**src/rtl/strmove_pkg.sv**
```systemverilog
`timescale 1ns/1ps
package strmove_pkg;
  typedef enum logic [1:0] {
    ST_IDLE = 2'd0,
    ST_WORD = 2'd1,
    ST_TAIL = 2'd2
  } seq_state_e;
endpackage

```
**src/rtl/strmove_fsm.sv**
```systemverilog
`timescale 1ns/1ps
// Phase controller: idle, whole-word phase, byte tail phase, plus completion pulse.
module strmove_fsm
  import strmove_pkg::*;
#(
  parameter int CW  = 8,
  parameter int BPW = 4
) (
  input  logic          clk,
  input  logic          rst_n,
  input  logic          start_i,
  input  logic [CW-1:0] cnt_i,
  input  logic [CW-1:0] rem_i,
  input  logic          mem_rdy_i,
  output seq_state_e    state_o,
  output logic          accept_o,
  output logic          fire_o,
  output logic          last_o,
  output logic          done_o
);
  localparam logic [CW-1:0] WSTEP = CW'(BPW);
  localparam logic [CW-1:0] ONE   = CW'(1);

  seq_state_e    state_q, state_d;
  logic          done_q, done_d;
  logic [CW-1:0] rem_after;

  always_comb begin
    accept_o  = (state_q == ST_IDLE) && start_i;
    fire_o    = (state_q != ST_IDLE) && mem_rdy_i;
    last_o    = ((state_q == ST_WORD) && (rem_i == WSTEP)) ||
                ((state_q == ST_TAIL) && (rem_i == ONE));
    rem_after = rem_i - WSTEP;
    state_d   = state_q;
    case (state_q)
      ST_IDLE: begin
        if (accept_o && (cnt_i != '0)) begin
          state_d = (cnt_i < WSTEP) ? ST_TAIL : ST_WORD;
        end
      end
      ST_WORD: begin
        if (fire_o) begin
          if (last_o) begin
            state_d = ST_IDLE;
          end else if (rem_after < WSTEP) begin
            state_d = ST_TAIL;
          end
        end
      end
      ST_TAIL: begin
        if (fire_o && last_o) begin
          state_d = ST_IDLE;
        end
      end
      default: state_d = ST_IDLE;
    endcase
    done_d = (accept_o && (cnt_i == '0)) || (fire_o && last_o);
  end

  always_ff @(posedge clk or negedge rst_n) begin
    if (!rst_n) begin
      state_q <= ST_IDLE;
      done_q  <= 1'b0;
    end else begin
      state_q <= state_d;
      done_q  <= done_d;
    end
  end

  assign state_o = state_q;
  assign done_o  = done_q;
endmodule

```
**src/rtl/strmove_lane.sv**
```systemverilog
`timescale 1ns/1ps
// Byte-lane selection: picks the tail byte out of a register and inserts a
// fetched tail byte into the packing accumulator, most significant lane first.
module strmove_lane #(
  parameter int DW = 32,
  parameter int LW = 2
) (
  input  logic [LW-1:0] lane_i,
  input  logic [DW-1:0] word_i,
  input  logic [7:0]    byte_i,
  input  logic [DW-1:0] acc_i,
  output logic [7:0]    byte_o,
  output logic [DW-1:0] acc_o
);
  localparam int NL = DW / 8;

  logic [NL-1:0][7:0]    pick;
  logic [NL-1:0][DW-1:0] ins;

  for (genvar k = 0; k < NL; k++) begin : g_lane
    assign pick[k] = (lane_i == LW'(k)) ? word_i[DW-1-8*k -: 8] : 8'h00;
    assign ins[k]  = (lane_i == LW'(k)) ? ({byte_i, {(DW-8){1'b0}}} >> (8*k))
                                        : {DW{1'b0}};
  end

  always_comb begin
    byte_o = 8'h00;
    acc_o  = acc_i;
    for (int k = 0; k < NL; k++) begin
      byte_o = byte_o | pick[k];
      acc_o  = acc_o | ins[k];
    end
  end
endmodule

```
**src/rtl/strmove_dp.sv**
```systemverilog
`timescale 1ns/1ps
// Run state: address, register index, bytes left, tail lane, packing accumulator.
module strmove_dp
  import strmove_pkg::*;
#(
  parameter int AW  = 32,
  parameter int DW  = 32,
  parameter int RW  = 5,
  parameter int CW  = 8,
  parameter int BPW = 4,
  parameter int LW  = 2
) (
  input  logic          clk,
  input  logic          rst_n,
  input  logic          accept_i,
  input  logic          fire_i,
  input  seq_state_e    state_i,
  input  logic [AW-1:0] start_addr_i,
  input  logic [RW-1:0] start_reg_i,
  input  logic [CW-1:0] cnt_i,
  input  logic          dir_i,
  input  logic [DW-1:0] acc_next_i,
  output logic [AW-1:0] addr_o,
  output logic [RW-1:0] ridx_o,
  output logic [CW-1:0] rem_o,
  output logic [LW-1:0] lane_o,
  output logic [DW-1:0] acc_o,
  output logic          dir_o
);
  logic [AW-1:0] addr_q, addr_d;
  logic [RW-1:0] ridx_q, ridx_d;
  logic [CW-1:0] rem_q, rem_d;
  logic [LW-1:0] lane_q, lane_d;
  logic [DW-1:0] acc_q, acc_d;
  logic          dir_q, dir_d;
  logic          en;

  always_comb begin
    en     = accept_i | fire_i;
    addr_d = addr_q;
    ridx_d = ridx_q;
    rem_d  = rem_q;
    lane_d = lane_q;
    acc_d  = acc_q;
    dir_d  = dir_q;
    if (accept_i) begin
      addr_d = start_addr_i;
      ridx_d = start_reg_i;
      rem_d  = cnt_i;
      lane_d = '0;
      acc_d  = '0;
      dir_d  = dir_i;
    end else if (fire_i && (state_i == ST_WORD)) begin
      addr_d = addr_q + AW'(BPW);
      ridx_d = ridx_q + RW'(1);
      rem_d  = rem_q - CW'(BPW);
    end else if (fire_i && (state_i == ST_TAIL)) begin
      addr_d = addr_q + AW'(1);
      rem_d  = rem_q - CW'(1);
      lane_d = lane_q + LW'(1);
      acc_d  = acc_next_i;
    end
  end

  always_ff @(posedge clk or negedge rst_n) begin
    if (!rst_n) begin
      addr_q <= '0;
      ridx_q <= '0;
      rem_q  <= '0;
      lane_q <= '0;
      acc_q  <= '0;
      dir_q  <= 1'b0;
    end else if (en) begin
      addr_q <= addr_d;
      ridx_q <= ridx_d;
      rem_q  <= rem_d;
      lane_q <= lane_d;
      acc_q  <= acc_d;
      dir_q  <= dir_d;
    end
  end

  assign addr_o = addr_q;
  assign ridx_o = ridx_q;
  assign rem_o  = rem_q;
  assign lane_o = lane_q;
  assign acc_o  = acc_q;
  assign dir_o  = dir_q;
endmodule

```
**src/rtl/strmove_seq.sv**
```systemverilog
`timescale 1ns/1ps
// Top: moves a byte run between memory and consecutive registers.
module strmove_seq
  import strmove_pkg::*;
#(
  parameter int AW        = 32,
  parameter int DW        = 32,
  parameter int RW        = 5,
  parameter int MAX_BYTES = 128,
  localparam int BPW      = DW / 8,
  localparam int CW       = $clog2(MAX_BYTES + 1),
  localparam int LW       = $clog2(BPW)
) (
  input  logic          clk,
  input  logic          rst_n,
  input  logic          start_i,
  input  logic          store_i,
  input  logic [RW-1:0] start_reg_i,
  input  logic [CW-1:0] byte_cnt_i,
  input  logic [AW-1:0] start_addr_i,
  output logic          busy_o,
  output logic          done_o,
  output logic          mem_req_o,
  output logic          mem_we_o,
  output logic          mem_byte_o,
  output logic [AW-1:0] mem_addr_o,
  output logic [DW-1:0] mem_wdata_o,
  input  logic [DW-1:0] mem_rdata_i,
  input  logic          mem_rdy_i,
  output logic [RW-1:0] rf_raddr_o,
  input  logic [DW-1:0] rf_rdata_i,
  output logic          rf_we_o,
  output logic [RW-1:0] rf_waddr_o,
  output logic [DW-1:0] rf_wdata_o
);
  seq_state_e    state;
  logic          accept, fire, last;
  logic [AW-1:0] addr;
  logic [RW-1:0] ridx;
  logic [CW-1:0] rem;
  logic [LW-1:0] lane;
  logic [DW-1:0] acc, acc_next;
  logic          dir;
  logic [7:0]    tail_byte;
  logic          in_word, in_tail;

  strmove_fsm #(.CW(CW), .BPW(BPW)) fsm_i (
    .clk       (clk),
    .rst_n     (rst_n),
    .start_i   (start_i),
    .cnt_i     (byte_cnt_i),
    .rem_i     (rem),
    .mem_rdy_i (mem_rdy_i),
    .state_o   (state),
    .accept_o  (accept),
    .fire_o    (fire),
    .last_o    (last),
    .done_o    (done_o)
  );

  strmove_dp #(.AW(AW), .DW(DW), .RW(RW), .CW(CW), .BPW(BPW), .LW(LW)) dp_i (
    .clk          (clk),
    .rst_n        (rst_n),
    .accept_i     (accept),
    .fire_i       (fire),
    .state_i      (state),
    .start_addr_i (start_addr_i),
    .start_reg_i  (start_reg_i),
    .cnt_i        (byte_cnt_i),
    .dir_i        (store_i),
    .acc_next_i   (acc_next),
    .addr_o       (addr),
    .ridx_o       (ridx),
    .rem_o        (rem),
    .lane_o       (lane),
    .acc_o        (acc),
    .dir_o        (dir)
  );

  strmove_lane #(.DW(DW), .LW(LW)) lane_i (
    .lane_i (lane),
    .word_i (rf_rdata_i),
    .byte_i (mem_rdata_i[7:0]),
    .acc_i  (acc),
    .byte_o (tail_byte),
    .acc_o  (acc_next)
  );

  always_comb begin
    in_word     = (state == ST_WORD);
    in_tail     = (state == ST_TAIL);
    busy_o      = (state != ST_IDLE);
    mem_req_o   = busy_o;
    mem_we_o    = busy_o && dir;
    mem_byte_o  = in_tail;
    mem_addr_o  = addr;
    mem_wdata_o = in_word ? rf_rdata_i : {{(DW-8){1'b0}}, tail_byte};
    rf_raddr_o  = ridx;
    rf_waddr_o  = ridx;
    rf_we_o     = fire && !dir && (in_word || (in_tail && last));
    rf_wdata_o  = in_word ? mem_rdata_i : acc_next;
  end
endmodule

```
**config.mk**
```make
export PLATFORM = sky130hd
export DESIGN_NAME = strmove_seq
export DESIGN_NICKNAME = d
export VERILOG_FILES = /design/src/rtl/strmove_pkg.sv /design/src/rtl/strmove_fsm.sv /design/src/rtl/strmove_lane.sv /design/src/rtl/strmove_dp.sv /design/src/rtl/strmove_seq.sv
export SDC_FILE = /design/constraint.sdc
export NUM_CORES = 1
export LEC_CHECK = 0
export BUFFER_PORTS_ARGS = -buffer_cell sky130_fd_sc_hd__buf_4
export CAP_MARGIN = 0
export CORE_ASPECT_RATIO = 0.8
export CORE_UTILIZATION = 52
export CTS_CLUSTER_DIAMETER = 30
export CTS_CLUSTER_SIZE = 20
export DETAILED_ROUTE_END_ITERATION = 16
export GPL_TIMING_DRIVEN = 0
export PLACE_DENSITY = 0.83
export SLEW_MARGIN = 15
export SYNTH_ARGS = -nofsm -noshare
export SYNTH_HDL_FRONTEND = slang
export SYNTH_SLANG_ARGS = --single-unit
```
**constraint.sdc**
```tcl
create_clock -name clk -period 5.5 [get_ports clk]
set_input_delay 1.1 -clock clk [delete_from_list [all_inputs] [get_ports clk]]
set_output_delay 1.1 -clock clk [all_outputs]
set_load 0.05 [all_outputs]
```
==> out/results.ini <==
[routing]
detail_route.wl_per_cell_um=18.9
ant_nets=0
wl_met3_um=1890
routed-wl-met2_um=8660
via_per_inst=6.13
drc=0
drt_first_pass_iters=6
met1Wirelength_um=7780
drt-total-wl_um=18800
via_count=6116
drt_iter0_drc=476
highest_layer=met4

[sta]
setup_viol=0
rsz0062_at_grt=no
relSlewSlack=0.412
period_minus_slack_ns=3.96
final_hold_viol_count=0
max_freq_ghz=0.252
fin_ws_ns=1.54
post-route-period-util=0.721
worst_pin_slew_ns=0.876
fin_tns_setup_ns=0
slew_violations=0
finalClockSkew_ns=0.0117

[cells_and_area]
n_antenna_cell=0
multi_input_area_sq_um=2870
seqCellArea_sq_um=2080
drive_gt1_frac=0.303
area_growth_pct=40.0
n_fill_cell=747
fin_nets=983
final_cell_mix=buf_4 (222), dfrtp_1 (83), nand2_1 (75), a21oi_1 (65), o21ai_0 (55)
final_common_cell=buf_4

[die]
die_y_um=91.8
dieArea_sq_um=10500
core_sq_um=9730
initial_core_util=0.539
row_count=32
die_w_um=114
io-pin-count=226

[power]
power_leakage_uw=0.00347
p_per_area_nw_per_um2=589
peakVddDrop_mv=0.314

[place]
dp.final_hpwl_um=13800
port_buffers=217
place_congestion=0.935
preCtsSetupSlack_ns=2.02

[logic_synthesis]
synthTopCellsByArea=dfrtp_1 (40%), a21oi_1 (6.2%), nand2_1 (5.4%)
syn_area_sq_um=5240
syn_inst=628
yosysTopAreaCell=dfrtp_1
synth_top_area_frac=0.396
avgSynthCellArea_sq_um=8.35
synth-simple-area-share=0.212
synth.ff_latch_count=83
muxShareOfSynthArea=0.00215
yosysWarnings=0
synth_xor_area_frac=0.0167
synth_nets=755
ys.flop_type=dfrtp_1
ys_seq_area_frac=0.396
synth_edf_count=0
synth_cell_types=63
synth_top_family_by_area=compound AO/OA/AOI/OAI gates
synth-async-reset-ratio=1.00
synth-compound-area-share=0.284
yosys.area_share.adder=0.0310

[global_routing]
first_global_vias=5657
grt_pass1_wl_um=29400
grt_max_degree=84
grt_usage=0.362
grt-ovfl-total=0
antenna_found_initial=0

[clock_network]
cts_tree=built
cts_made_buffers=9
clockBufferDepth=2
cts-htree-levels=3
cts-hold-fix-buffers=0
cts_setup_buffers=0
cts_resized=0
clk_pin_slew_worst_paths_ns=0.07
cts-root-buf=clkbuf_16
cts.sinks=83
clk-insertion-delay-late_ns=0.35

[setup_path]
worst-endpoint-required_ns=4.40
cp_slowest_cell=clkbuf_1
cp.arrival_ns=2.86
cpPeakStageDelay_ns=0.48
path_max_fanout=10
worst_path_most_repeated_cell=clkbuf_1
crit_type=register to output port
crit_chain=clkbuf_1 -> nand2b_1 -> clkbuf_1 -> nand2b_1 -> clkbuf_1 -> clkbuf_1 -> nand2_1 -> o21ai_0 -> buf_4
cp-end-kind=output port
startpoint_type=register

[status]
status=finished clean

[flow_run]
max_cap_violations=0

[min_path]
hp-class=register to register

-- worst max-delay path, delay by kind of cell, from the launching register on --
family | cells | cell delay [ns]
buffers and inverters | 5 | 1.49
AO/OA/AOI/OAI | 1 | 0.11
AND/OR/NAND/NOR | 3 | 0.53
flip-flops | 1 | 0.38
-- cell type report --
cell class,count,share of cell area
well taps,136,0.0232
plain buffers,62,0.0363
clock buffers,10,0.0326
repair buffers,217,0.223
clock inverters,6,0.00648
inverters,10,0.00512
flip-flops and latches,83,0.283
multi-input cells,473,0.391
-- cell usage after synthesis, types with 5 or more instances --
cell / number
dfrtp_1: 83
nand2_1: 75
a21oi_1: 65
o21ai_0: 55
clkbuf_1: 44
nor2_1: 41
and2_1: 30
a22o_1: 26
nand3_1: 23
ha_1: 13
o22ai_1: 13
a22oi_1: 11
inv_1: 10
a222oi_1: 8
a311oi_1: 8
clkbuf_2: 8
nand4_1: 8
nor3_1: 7
buf_4: 6
xor2_1: 6
and3_1: 5
-- logic make-up (layout without fill, tap and decap cells) --
family | after synthesis | count (layout)
xor gates and xnor gates | 10 | 10
buffers and inverters | 72 | 305
and+or+nand+nor | 223 | 223
adders and majority gates | 13 | 13
DFF | 83 | 83
AOI/OAI and AO/OA | 226 | 226
muxes | 1 | 1
-- power breakdown --
group	internal [uW]	switching, uW	total [uW]
clock network	322	272	593
logic	839	1890	2730
registers	779	217	996
total	1940	2380	4320
-- worst paths after layout --
kind	startpoint	to	slack, ns	cells after the start
worst max-delay path	fsm_i.state_o[1]$_DFFE_PN0P_	mem_wdata_o[7]	1.54	9
worst min-delay path	dp_i.acc_o[17]$_DFFE_PN0P_	dp_i.acc_o[17]$_DFFE_PN0P_	0.50	2
worst max register to register	fsm_i.state_o[1]$_DFFE_PN0P_	dp_i.addr_o[13]$_DFFE_PN0P_	2.81	7
worst min register to register	dp_i.acc_o[17]$_DFFE_PN0P_	dp_i.acc_o[17]$_DFFE_PN0P_	0.50	2
max in group asynchronous	rst_n	dp_i.acc_o[11]$_DFFE_PN0P_	4.17	1
min in group asynchronous	rst_n	dp_i.addr_o[31]$_DFFE_PN0P_	0.78	1
-- routing by layer --
layer | GRT usage | vias up
li1 | - | 2757
met1 | 0.515 | 2910
met2 | 0.558 | 405
met3 | 0.0615 | 44
met4 | 0.127 | 0
met5 | 0 | -
-- metrics by stage --
| step | power (uW) | util | hold slack (ns) | instance area (sq um) | instances |
|---|---|---|---|---|---|
| after floorplan | 2840 | - | 0.460 | 5240 | 628 |
| after global placement | 3640 | 0.724 | 0.479 | 7040 | 981 |
| after detailed placement | 3690 | 0.724 | 0.488 | 7050 | 981 |
| after CTS | 4290 | 0.754 | 0.504 | 7330 | 997 |
| after global routing | 4510 | 0.754 | 0.530 | 7340 | 997 |
| final | 4320 | 0.754 | 0.502 | 7340 | 997 |
-- flip-flops by register name, summed over array words and instances (netlist names) --
register and cells:
dp_i.acc_o 32, dp_i.addr_o 32, dp_i.rem_o 8, dp_i.ridx_o 5
dp_i.lane_o 2, fsm_i.state_o 2, dp_i.dir_o 1, fsm_i.done_o 1
(Power assumes the default switching activity.)
